**config.mk**
```make
export PLATFORM = sky130hd
export DESIGN_NAME = cobs_prog_loader
export DESIGN_NICKNAME = d
export VERILOG_FILES = /design/src/rtl/ldr_pkg.sv /design/src/rtl/ldr_cobs_rx.sv /design/src/rtl/ldr_crc8.sv /design/src/rtl/ldr_stage.sv /design/src/rtl/cobs_prog_loader.sv
export SDC_FILE = /design/constraint.sdc
export NUM_CORES = 2
export LEC_CHECK = 0
export ABC_AREA = 1
export BUFFER_PORTS_ARGS = -buffer_cell sky130_fd_sc_hd__clkbuf_2
export CAP_MARGIN = 20
export CORE_UTILIZATION = 50
export DETAILED_ROUTE_END_ITERATION = 10
export PLACE_DENSITY = 0.74
export SLEW_MARGIN = 20
export SYNTH_ARGS = -nofsm -noshare
export SYNTH_HDL_FRONTEND = slang
export SYNTH_SLANG_ARGS = --single-unit
export TNS_END_PERCENT = 5
```
**constraint.sdc**
```tcl
create_clock -name clk -period 4.35 [get_ports clk]
set_input_delay 0.435 -clock clk [delete_from_list [all_inputs] [get_ports clk]]
set_output_delay 0.435 -clock clk [all_outputs]
set_load 0.005 [all_outputs]
```
**src/rtl/ldr_pkg.sv**
```systemverilog
package ldr_pkg;

    typedef enum logic [1:0] {
        ST_HUNT,
        ST_BODY,
        ST_SKIP,
        ST_COMMIT
    } ldr_state_e;

    localparam logic [7:0] MSG_LOAD = 8'h01;
    localparam logic [7:0] MSG_START = 8'h02;
    localparam logic [7:0] CRC_POLY = 8'h07;

    // One byte of an MSB-first CRC-8 with zero initial value
    function automatic logic [7:0] crc8_step(input logic [7:0] acc, input logic [7:0] din);
        logic [7:0] r;
        r = acc ^ din;
        for (int i = 0; i < 8; i++) begin
            r = r[7] ? ({r[6:0], 1'b0} ^ CRC_POLY) : {r[6:0], 1'b0};
        end
        return r;
    endfunction

endpackage

```
**src/rtl/ldr_cobs_rx.sv**
```systemverilog
// COBS byte decoder: at most one decoded byte per input byte.
module ldr_cobs_rx (
    input  logic       clk,
    input  logic       rst_n,
    input  logic       en,
    input  logic       in_valid,
    input  logic [7:0] in_byte,
    output logic       dec_valid,
    output logic [7:0] dec_byte,
    output logic       frm_start,
    output logic       frm_end,
    output logic       frm_short
);

    logic       in_frame;
    logic [7:0] left;
    logic       no_fill;
    logic       take;

    assign take = en && in_valid;

    always_comb begin
        dec_valid = 1'b0;
        dec_byte  = 8'h00;
        frm_start = 1'b0;
        frm_end   = 1'b0;
        frm_short = 1'b0;
        if (take) begin
            if (in_byte == 8'h00) begin
                // delimiter closes the frame; R10: data still owed
                frm_end   = in_frame;
                frm_short = in_frame && (left != 8'h00);
            end else if (!in_frame) begin
                frm_start = 1'b1;
            end else if (left == 8'h00) begin
                // a 0xFF group carries no implied zero
                dec_valid = !no_fill;
                dec_byte  = 8'h00;
            end else begin
                dec_valid = 1'b1;
                dec_byte  = in_byte;
            end
        end
    end

    always_ff @(posedge clk or negedge rst_n) begin
        if (!rst_n) begin
            in_frame <= 1'b0;
            left     <= 8'h00;
            no_fill  <= 1'b0;
        end else if (take) begin
            if (in_byte == 8'h00) begin
                in_frame <= 1'b0;
                left     <= 8'h00;
            end else if (!in_frame || left == 8'h00) begin
                in_frame <= 1'b1;
                left     <= in_byte - 8'h01;
                no_fill  <= (in_byte == 8'hFF);
            end else begin
                left <= left - 8'h01;
            end
        end
    end


    decode_in_frame_chk: assert property (@(posedge clk) disable iff (!rst_n)
        dec_valid |-> in_frame);

endmodule

```
**src/rtl/ldr_crc8.sv**
```systemverilog
// Running CRC-8 over decoded bytes; residue is zero after a correct trailer.
module ldr_crc8 (
    input  logic       clk,
    input  logic       rst_n,
    input  logic       clr,
    input  logic       upd,
    input  logic [7:0] din,
    output logic [7:0] crc
);
    import ldr_pkg::*;

    always_ff @(posedge clk or negedge rst_n) begin
        if (!rst_n) begin
            crc <= 8'h00;
        end else if (clr) begin
            crc <= 8'h00;
        end else if (upd) begin
            crc <= crc8_step(crc, din);
        end
    end

endmodule

```
**src/rtl/ldr_stage.sv**
```systemverilog
// Byte-wide staging store with a little-endian word read port.
module ldr_stage #(
    parameter int WORDS = 64,
    localparam int CAP = 4 * WORDS,
    localparam int BW = $clog2(CAP),
    localparam int AW = $clog2(WORDS)
) (
    input  logic          clk,
    input  logic          wr_en,
    input  logic [BW-1:0] wr_idx,
    input  logic [7:0]    wr_byte,
    input  logic [AW-1:0] rd_idx,
    output logic [31:0]   rd_word
);

    logic [7:0] mem [CAP];

    always_ff @(posedge clk) begin
        if (wr_en) begin
            mem[wr_idx] <= wr_byte;
        end
    end

    // byte lane l of word n holds payload byte 4n+l
    for (genvar l = 0; l < 4; l++) begin : g_lane
        assign rd_word[8*l +: 8] = mem[{rd_idx, 2'(l)}];
    end

endmodule

```
**src/rtl/cobs_prog_loader.sv**
```systemverilog
module cobs_prog_loader #(
    parameter int WORDS = 64,
    localparam int AW = $clog2(WORDS)
) (
    input  logic          clk,
    input  logic          rst_n,
    input  logic          rx_valid,
    input  logic [7:0]    rx_byte,
    input  logic          engine_busy,
    output logic          ram_we,
    output logic [AW-1:0] ram_addr,
    output logic [31:0]   ram_wdata,
    output logic          start_pulse
);
    import ldr_pkg::*;

    localparam int CAP = 4 * WORDS;
    localparam int BW = $clog2(CAP);
    localparam int CW = $clog2(CAP + 4);
    localparam int NW = AW + 1;

    ldr_state_e    state, state_nx;
    logic [7:0]    msg_type;
    logic [CW-1:0] dec_cnt;
    logic [NW-1:0] n_words;
    logic [AW-1:0] cidx;
    logic          start_q;

    logic          dec_valid, frm_start, frm_end, frm_short;
    logic [7:0]    dec_byte;
    logic [7:0]    crc;
    logic [31:0]   stage_word;
    logic          st_wr;
    logic [BW-1:0] st_idx;

    logic [CW-1:0] pay_len;
    logic          frame_good, load_ok, start_ok, overflow;
    logic [NW-1:0] load_words;

    ldr_cobs_rx u_rx (
        .clk      (clk),
        .rst_n    (rst_n),
        .en       (state != ST_COMMIT),
        .in_valid (rx_valid),
        .in_byte  (rx_byte),
        .dec_valid(dec_valid),
        .dec_byte (dec_byte),
        .frm_start(frm_start),
        .frm_end  (frm_end),
        .frm_short(frm_short)
    );

    ldr_crc8 u_crc (
        .clk  (clk),
        .rst_n(rst_n),
        .clr  (frm_start),
        .upd  (dec_valid),
        .din  (dec_byte),
        .crc  (crc)
    );

    ldr_stage #(.WORDS(WORDS)) u_stage (
        .clk    (clk),
        .wr_en  (st_wr),
        .wr_idx (st_idx),
        .wr_byte(dec_byte),
        .rd_idx (cidx),
        .rd_word(stage_word)
    );

    // Byte after the type goes to stage index dec_cnt-1; the trailer may land too
    assign st_wr  = (state == ST_BODY) && dec_valid && (dec_cnt != '0) && (dec_cnt <= CW'(CAP));
    assign st_idx = BW'(dec_cnt - CW'(1));

    // more than type + CAP payload + trailer bytes
    assign overflow = (state == ST_BODY) && dec_valid && (dec_cnt >= CW'(CAP + 2));

    // Frame verdict at the delimiter
    assign pay_len    = dec_cnt - CW'(2);
    assign load_words = NW'(pay_len >> 2);
    always_comb begin

        frame_good = !frm_short && (dec_cnt >= CW'(2)) && (crc == 8'h00);

        load_ok    = frame_good && (msg_type == MSG_LOAD) && (pay_len[1:0] == 2'b00);

        start_ok   = frame_good && (msg_type == MSG_START) && (dec_cnt == CW'(2));
    end

    // Next-state logic
    always_comb begin
        state_nx = state;
        unique case (state)
            ST_HUNT: begin
                if (frm_start) state_nx = ST_BODY;
            end
            ST_BODY: begin
                if (frm_end) begin
                    state_nx = (load_ok && load_words != '0) ? ST_COMMIT : ST_HUNT;
                end else if (overflow) begin
                    state_nx = ST_SKIP;
                end
            end
            ST_SKIP: begin
                if (frm_end) state_nx = ST_HUNT;
            end
            ST_COMMIT: begin
                if (cidx == AW'(n_words - NW'(1))) state_nx = ST_HUNT;
            end
            default: state_nx = ST_HUNT;
        endcase
    end

    // State register
    always_ff @(posedge clk or negedge rst_n) begin
        if (!rst_n) state <= ST_HUNT;
        else        state <= state_nx;
    end

    // Frame bookkeeping registers
    always_ff @(posedge clk or negedge rst_n) begin
        if (!rst_n) begin
            msg_type <= 8'h00;
            dec_cnt  <= '0;
            n_words  <= '0;
            cidx     <= '0;
            start_q  <= 1'b0;
        end else begin
            start_q <= (state == ST_BODY) && frm_end && start_ok && !engine_busy;
            if (frm_start) begin
                dec_cnt <= '0;
            end else if (state == ST_BODY && dec_valid) begin
                dec_cnt <= dec_cnt + CW'(1);
                if (dec_cnt == '0) msg_type <= dec_byte;
            end
            if (state == ST_BODY && frm_end) begin
                n_words <= load_words;
                cidx    <= '0;
            end else if (state == ST_COMMIT) begin
                cidx <= cidx + AW'(1);
            end
        end
    end

    // Outputs
    always_comb begin
        ram_we      = (state == ST_COMMIT);
        ram_addr    = cidx;
        ram_wdata   = stage_word;
        start_pulse = start_q;
    end


    addr_step_chk: assert property (@(posedge clk) disable iff (!rst_n)
        (ram_we && $past(ram_we)) |-> (ram_addr == AW'($past(ram_addr) + AW'(1))));


    commit_after_delim_chk: assert property (@(posedge clk) disable iff (!rst_n)
        $rose(ram_we) |-> $past(rx_valid && rx_byte == 8'h00));


    first_addr_zero_chk: assert property (@(posedge clk) disable iff (!rst_n)
        $rose(ram_we) |-> (ram_addr == '0));


    busy_blocks_start_chk: assert property (@(posedge clk) disable iff (!rst_n)
        start_pulse |-> !$past(engine_busy));


    start_single_chk: assert property (@(posedge clk) disable iff (!rst_n)
        start_pulse |=> !start_pulse);


    start_after_delim_chk: assert property (@(posedge clk) disable iff (!rst_n)
        start_pulse |-> $past(rx_valid && rx_byte == 8'h00));

endmodule

```
==> out/qor.txt <==
=======================================================================================
Width of the chip                                                                412 um
Syn Inst Count                                                                     6501
Final HPWL from detailed placement                                            133000 um
Number of rows created at floorplan                                                 150
Place WS                                                                       0.671 ns
Internal power consumption                                                      38.1 mW
Switching share of power                                                          0.365
Largest driver fanout on the critical path                                          118
Length of the first detailed-routing pass in iterations                               8
Post-synth net total                                                               6526
Cell at the root of the clock tree                                         sky130_fd_sc_hd__clkbuf_16
Number of antenna violations at the first check in global routing                     3
Fraction of the core area covered by cells at the end of the flow                 0.563
Finished Layout Cells                                                              8861
Commonest register cell after synthesis                                    sky130_fd_sc_hd__edfxtp_1
Post-Layout Inst Area                                                        94000 um^2
H-tree level count                                                                    4
Period utilization                                                                0.989
Overall via count from detail_route                                               56.1k
First-pass GRT wire length                                                    335000 um
Die Height                                                                       412 um
Leakage power                                                                   30.5 nW
Share of flip-flops with an asynchronous set or reset after synthesis            0.0238
Slew at the pin closest to its max-slew limit                                  0.864 ns
Sink Count                                                                         2098
F_max                                                                           233 MHz
Reg clk slew, reported paths                                                    0.06 ns
CTS tree                                                                          built
Worst vdd rail ir drop                                                         0.579 mV
Via count of the first global-routing pass                                        53.4k
Setup TNS                                                                          0 ns
Net Switching                                                                   21.9 mW
Placed instance area                                                         87300 um^2
Shortest clock period the worst path allows after layout                        4.30 ns
Worst Setup Path Type                                                           reg2out
Placeable core region                                                       167000 um^2
HP Class                                                                         in2reg
Endpoints failing setup                                                               0
Count of input and output buffers                                                    51
Final routed wire length divided by cell count                                  25.6 um
Synthesized area per cell                                                     12.9 um^2
Flop pwr share                                                                    0.388
Fraction of layout cells with a size suffix above 1                              0.0912
Area added between synthesis and finish                                           11.9%
Final number of max-transition violations                                             0
Arrival @ worst endpoint                                                        3.87 ns
Top-level I/O count                                                                  52
Clock group share of total power                                                  0.292
Buffer depth of the longest clock path                                                3
Cell count after placement                                                         8485
FF+latch count, synth                                                              2098
Worst-skew pair later-pin latency                                               0.85 ns
Worst Clk Skew                                                                0.0651 ns
Pin count of the biggest net entering global routing                                172
Startpoint type of the worst setup path                                        register
Total power density per cell area                                           639 nW/um^2
Final hold viol count                                                                 0
Netlist Area Pre-Place                                                       84000 um^2
Routed wire length                                                            227000 um
Number of CTS-inserted buffers                                                      198
Nets                                                                               6515
Setup slack of the critical path after layout                                 0.0499 ns
Count of flip-flops with a built-in enable after synthesis                         2048
Post-detailed-route count of antenna-violating nets                                   0
Part of the total power dissipated in combinational logic                         0.321
DRC errors left                                                                       0
Result of the run                                                          complete, no violations
Number of violations reported at the end of detailed-routing iteration 0           9023
Yosys warns                                                                           0
GR Util All Layers                                                                0.264
Share of the yosys chip area belonging to registers                               0.747
Total gr overflow                                                                     0
Starting Density                                                                  0.503
Post-synth cell types                                                                42
Detailed-route vias per instance                                                   6.34
Worst-case headroom to the max-slew limit                                         0.416
Endpoint class of the critical path                                         output port
Final RePlAce weighted congestion                                                 0.894
Die Outline Area                                                            170000 um^2
Maxcap violations                                                                     0
Required time at the endpoint of the critical path                              3.91 ns
Unrepaired setup endpoints after global routing                                   false
=======================================================================================
==> layer usage <==
metal  up-vias  wire (um)  global-route usage
li1      24189          -                   -
met1     27419      86600               0.370
met2      4059     104000               0.405
met3       477      28900              0.0610
met4         2       7360              0.0922
met5         -         13                   0
==> state kept, by name, indices dropped and copies added (netlist names) <==
signal,count
dec_cnt,9
msg_type,8
n_words,6
ram_addr,6
start_pulse,1
state,2
u_crc.crc,8
u_rx.in_frame,1
u_rx.left,8
u_rx.no_fill,1
u_stage.mem,2048
==> power by group through the flow <==
| stage | Combinational (mW) | Sequential (mW) | Clock (mW) |
|---|---|---|---|
| 5_1_grt | 20.4 | 23.3 | 18.3 |
| 6_report | 19.2 | 23.3 | 17.5 |
| 4_1_cts | 18.7 | 23.3 | 17.6 |
| 2_1_floorplan | 10.9 | 23.7 | 0 |
| 3_5_place_dp | 18.5 | 23.7 | 0 |
| 3_3_place_gp | 18.2 | 23.7 | 0 |
==> final cells by class <==
type,instances,area [um^2]
multi-input combinational,3843,18900
clock buffer,240,5180
clock inverter,126,1380
tap,2204,2760
antenna,1,2.50
inverter,91,438
timing repair buffer,258,2540
fill,12802,73100
sequential,2098,62800
==> synthesized netlist by cell type, drive strengths merged, types with 6 or more instances <==
| cell type | n | share of area |
|---|---|---|
| a21oi | 83 | 0.0049 |
| edfxtp | 2048 | 0.73 |
| dfrtp | 50 | 0.015 |
| buf | 133 | 0.0087 |
| o221ai | 205 | 0.021 |
| nand3 | 251 | 0.015 |
| o22ai | 311 | 0.023 |
| o21ai | 1063 | 0.063 |
| nor2 | 1356 | 0.062 |
| nand2 | 389 | 0.019 |
| xor2 | 25 | 0.0027 |
| nor3 | 7 | 0.00042 |
| nand4 | 68 | 0.0051 |
| ha | 13 | 0.0019 |
| clkbuf | 336 | 0.015 |
| xnor2 | 6 | 0.00063 |
| o211ai | 52 | 0.0046 |
| inv | 90 | 0.0041 |
==> final timing paths <==
check	from	to	slack, ns	depth (start not counted)
setup / recovery	ram_addr[1]	ram_wdata[4]	0.05	9
hold / removal	engine_busy	start_pulse	0.09	4
setup reg to reg	dec_cnt[1]	u_stage.mem[150][5]	0.56	10
hold reg to reg	u_rx.left[2]	u_rx.left[2]	0.51	2
max in group asynchronous	rst_n	ram_addr[4]	3.52	3
min in group asynchronous	rst_n	ram_addr[2]	0.29	3
==> critical path, stage by stage, from the launching register on <==
cell                       delay (ns)
sky130_fd_sc_hd__dfrtp_4         0.70
sky130_fd_sc_hd__inv_12          0.42
sky130_fd_sc_hd__buf_12          0.30
sky130_fd_sc_hd__o21ai_0         0.14
sky130_fd_sc_hd__o22ai_1         0.18
sky130_fd_sc_hd__nand2_1         0.13
sky130_fd_sc_hd__nand4_1         0.20
sky130_fd_sc_hd__nand3_1         0.20
sky130_fd_sc_hd__nand2_1         0.38
sky130_fd_sc_hd__clkbuf_2        0.19
==> cell families after synthesis <==
logic type / after synthesis / synth area share
and+or+nand+nor: 2079 / 0.102
xor gates and xnor gates: 31 / 0.00332
AOI/OAI and AO/OA: 1720 / 0.118
buffers and inverters: 560 / 0.0279
adders and majority gates: 13 / 0.00194
DFF: 2098 / 0.747
==> metrics by stage <==
stage	hold WS (ns)	power, mW
6_report	0.0882	60.0
5_1_grt	0.0946	62.0
4_1_cts	0.0207	59.5
3_5_place_dp	0.499	42.2
3_3_place_gp	0.484	41.9
2_1_floorplan	0.139	34.7
==> timing repair <==
item,in CTS,in global routing
hold endpoints to repair,58,0
hold buffers,5,0
gates resized for setup,2,3
setup endpoints to repair,11,11
buffers inserted,1,3
==> cell usage in the layout (no fill, tap or decap), types with 37 or more instances in the layout <==
cell | synthesis | routed
sky130_fd_sc_hd__edfxtp_1 | 2048 | 2048
sky130_fd_sc_hd__nor2_1 | 1337 | 1336
sky130_fd_sc_hd__o21ai_0 | 1062 | 1062
sky130_fd_sc_hd__nand2_1 | 361 | 360
sky130_fd_sc_hd__o22ai_1 | 311 | 311
sky130_fd_sc_hd__nand3_1 | 250 | 250
sky130_fd_sc_hd__o221ai_1 | 205 | 205
sky130_fd_sc_hd__clkbuf_16 | 0 | 200
sky130_fd_sc_hd__buf_4 | 4 | 146
sky130_fd_sc_hd__a21oi_1 | 83 | 83
sky130_fd_sc_hd__inv_1 | 85 | 75
sky130_fd_sc_hd__nand4_1 | 68 | 68
sky130_fd_sc_hd__buf_12 | 0 | 54
sky130_fd_sc_hd__o211ai_1 | 52 | 52
sky130_fd_sc_hd__clkbuf_2 | 0 | 51
sky130_fd_sc_hd__clkinv_1 | 1 | 48
sky130_fd_sc_hd__dfrtp_1 | 50 | 45
sky130_fd_sc_hd__clkbuf_1 | 336 | 37
(Power assumes the default switching activity.)
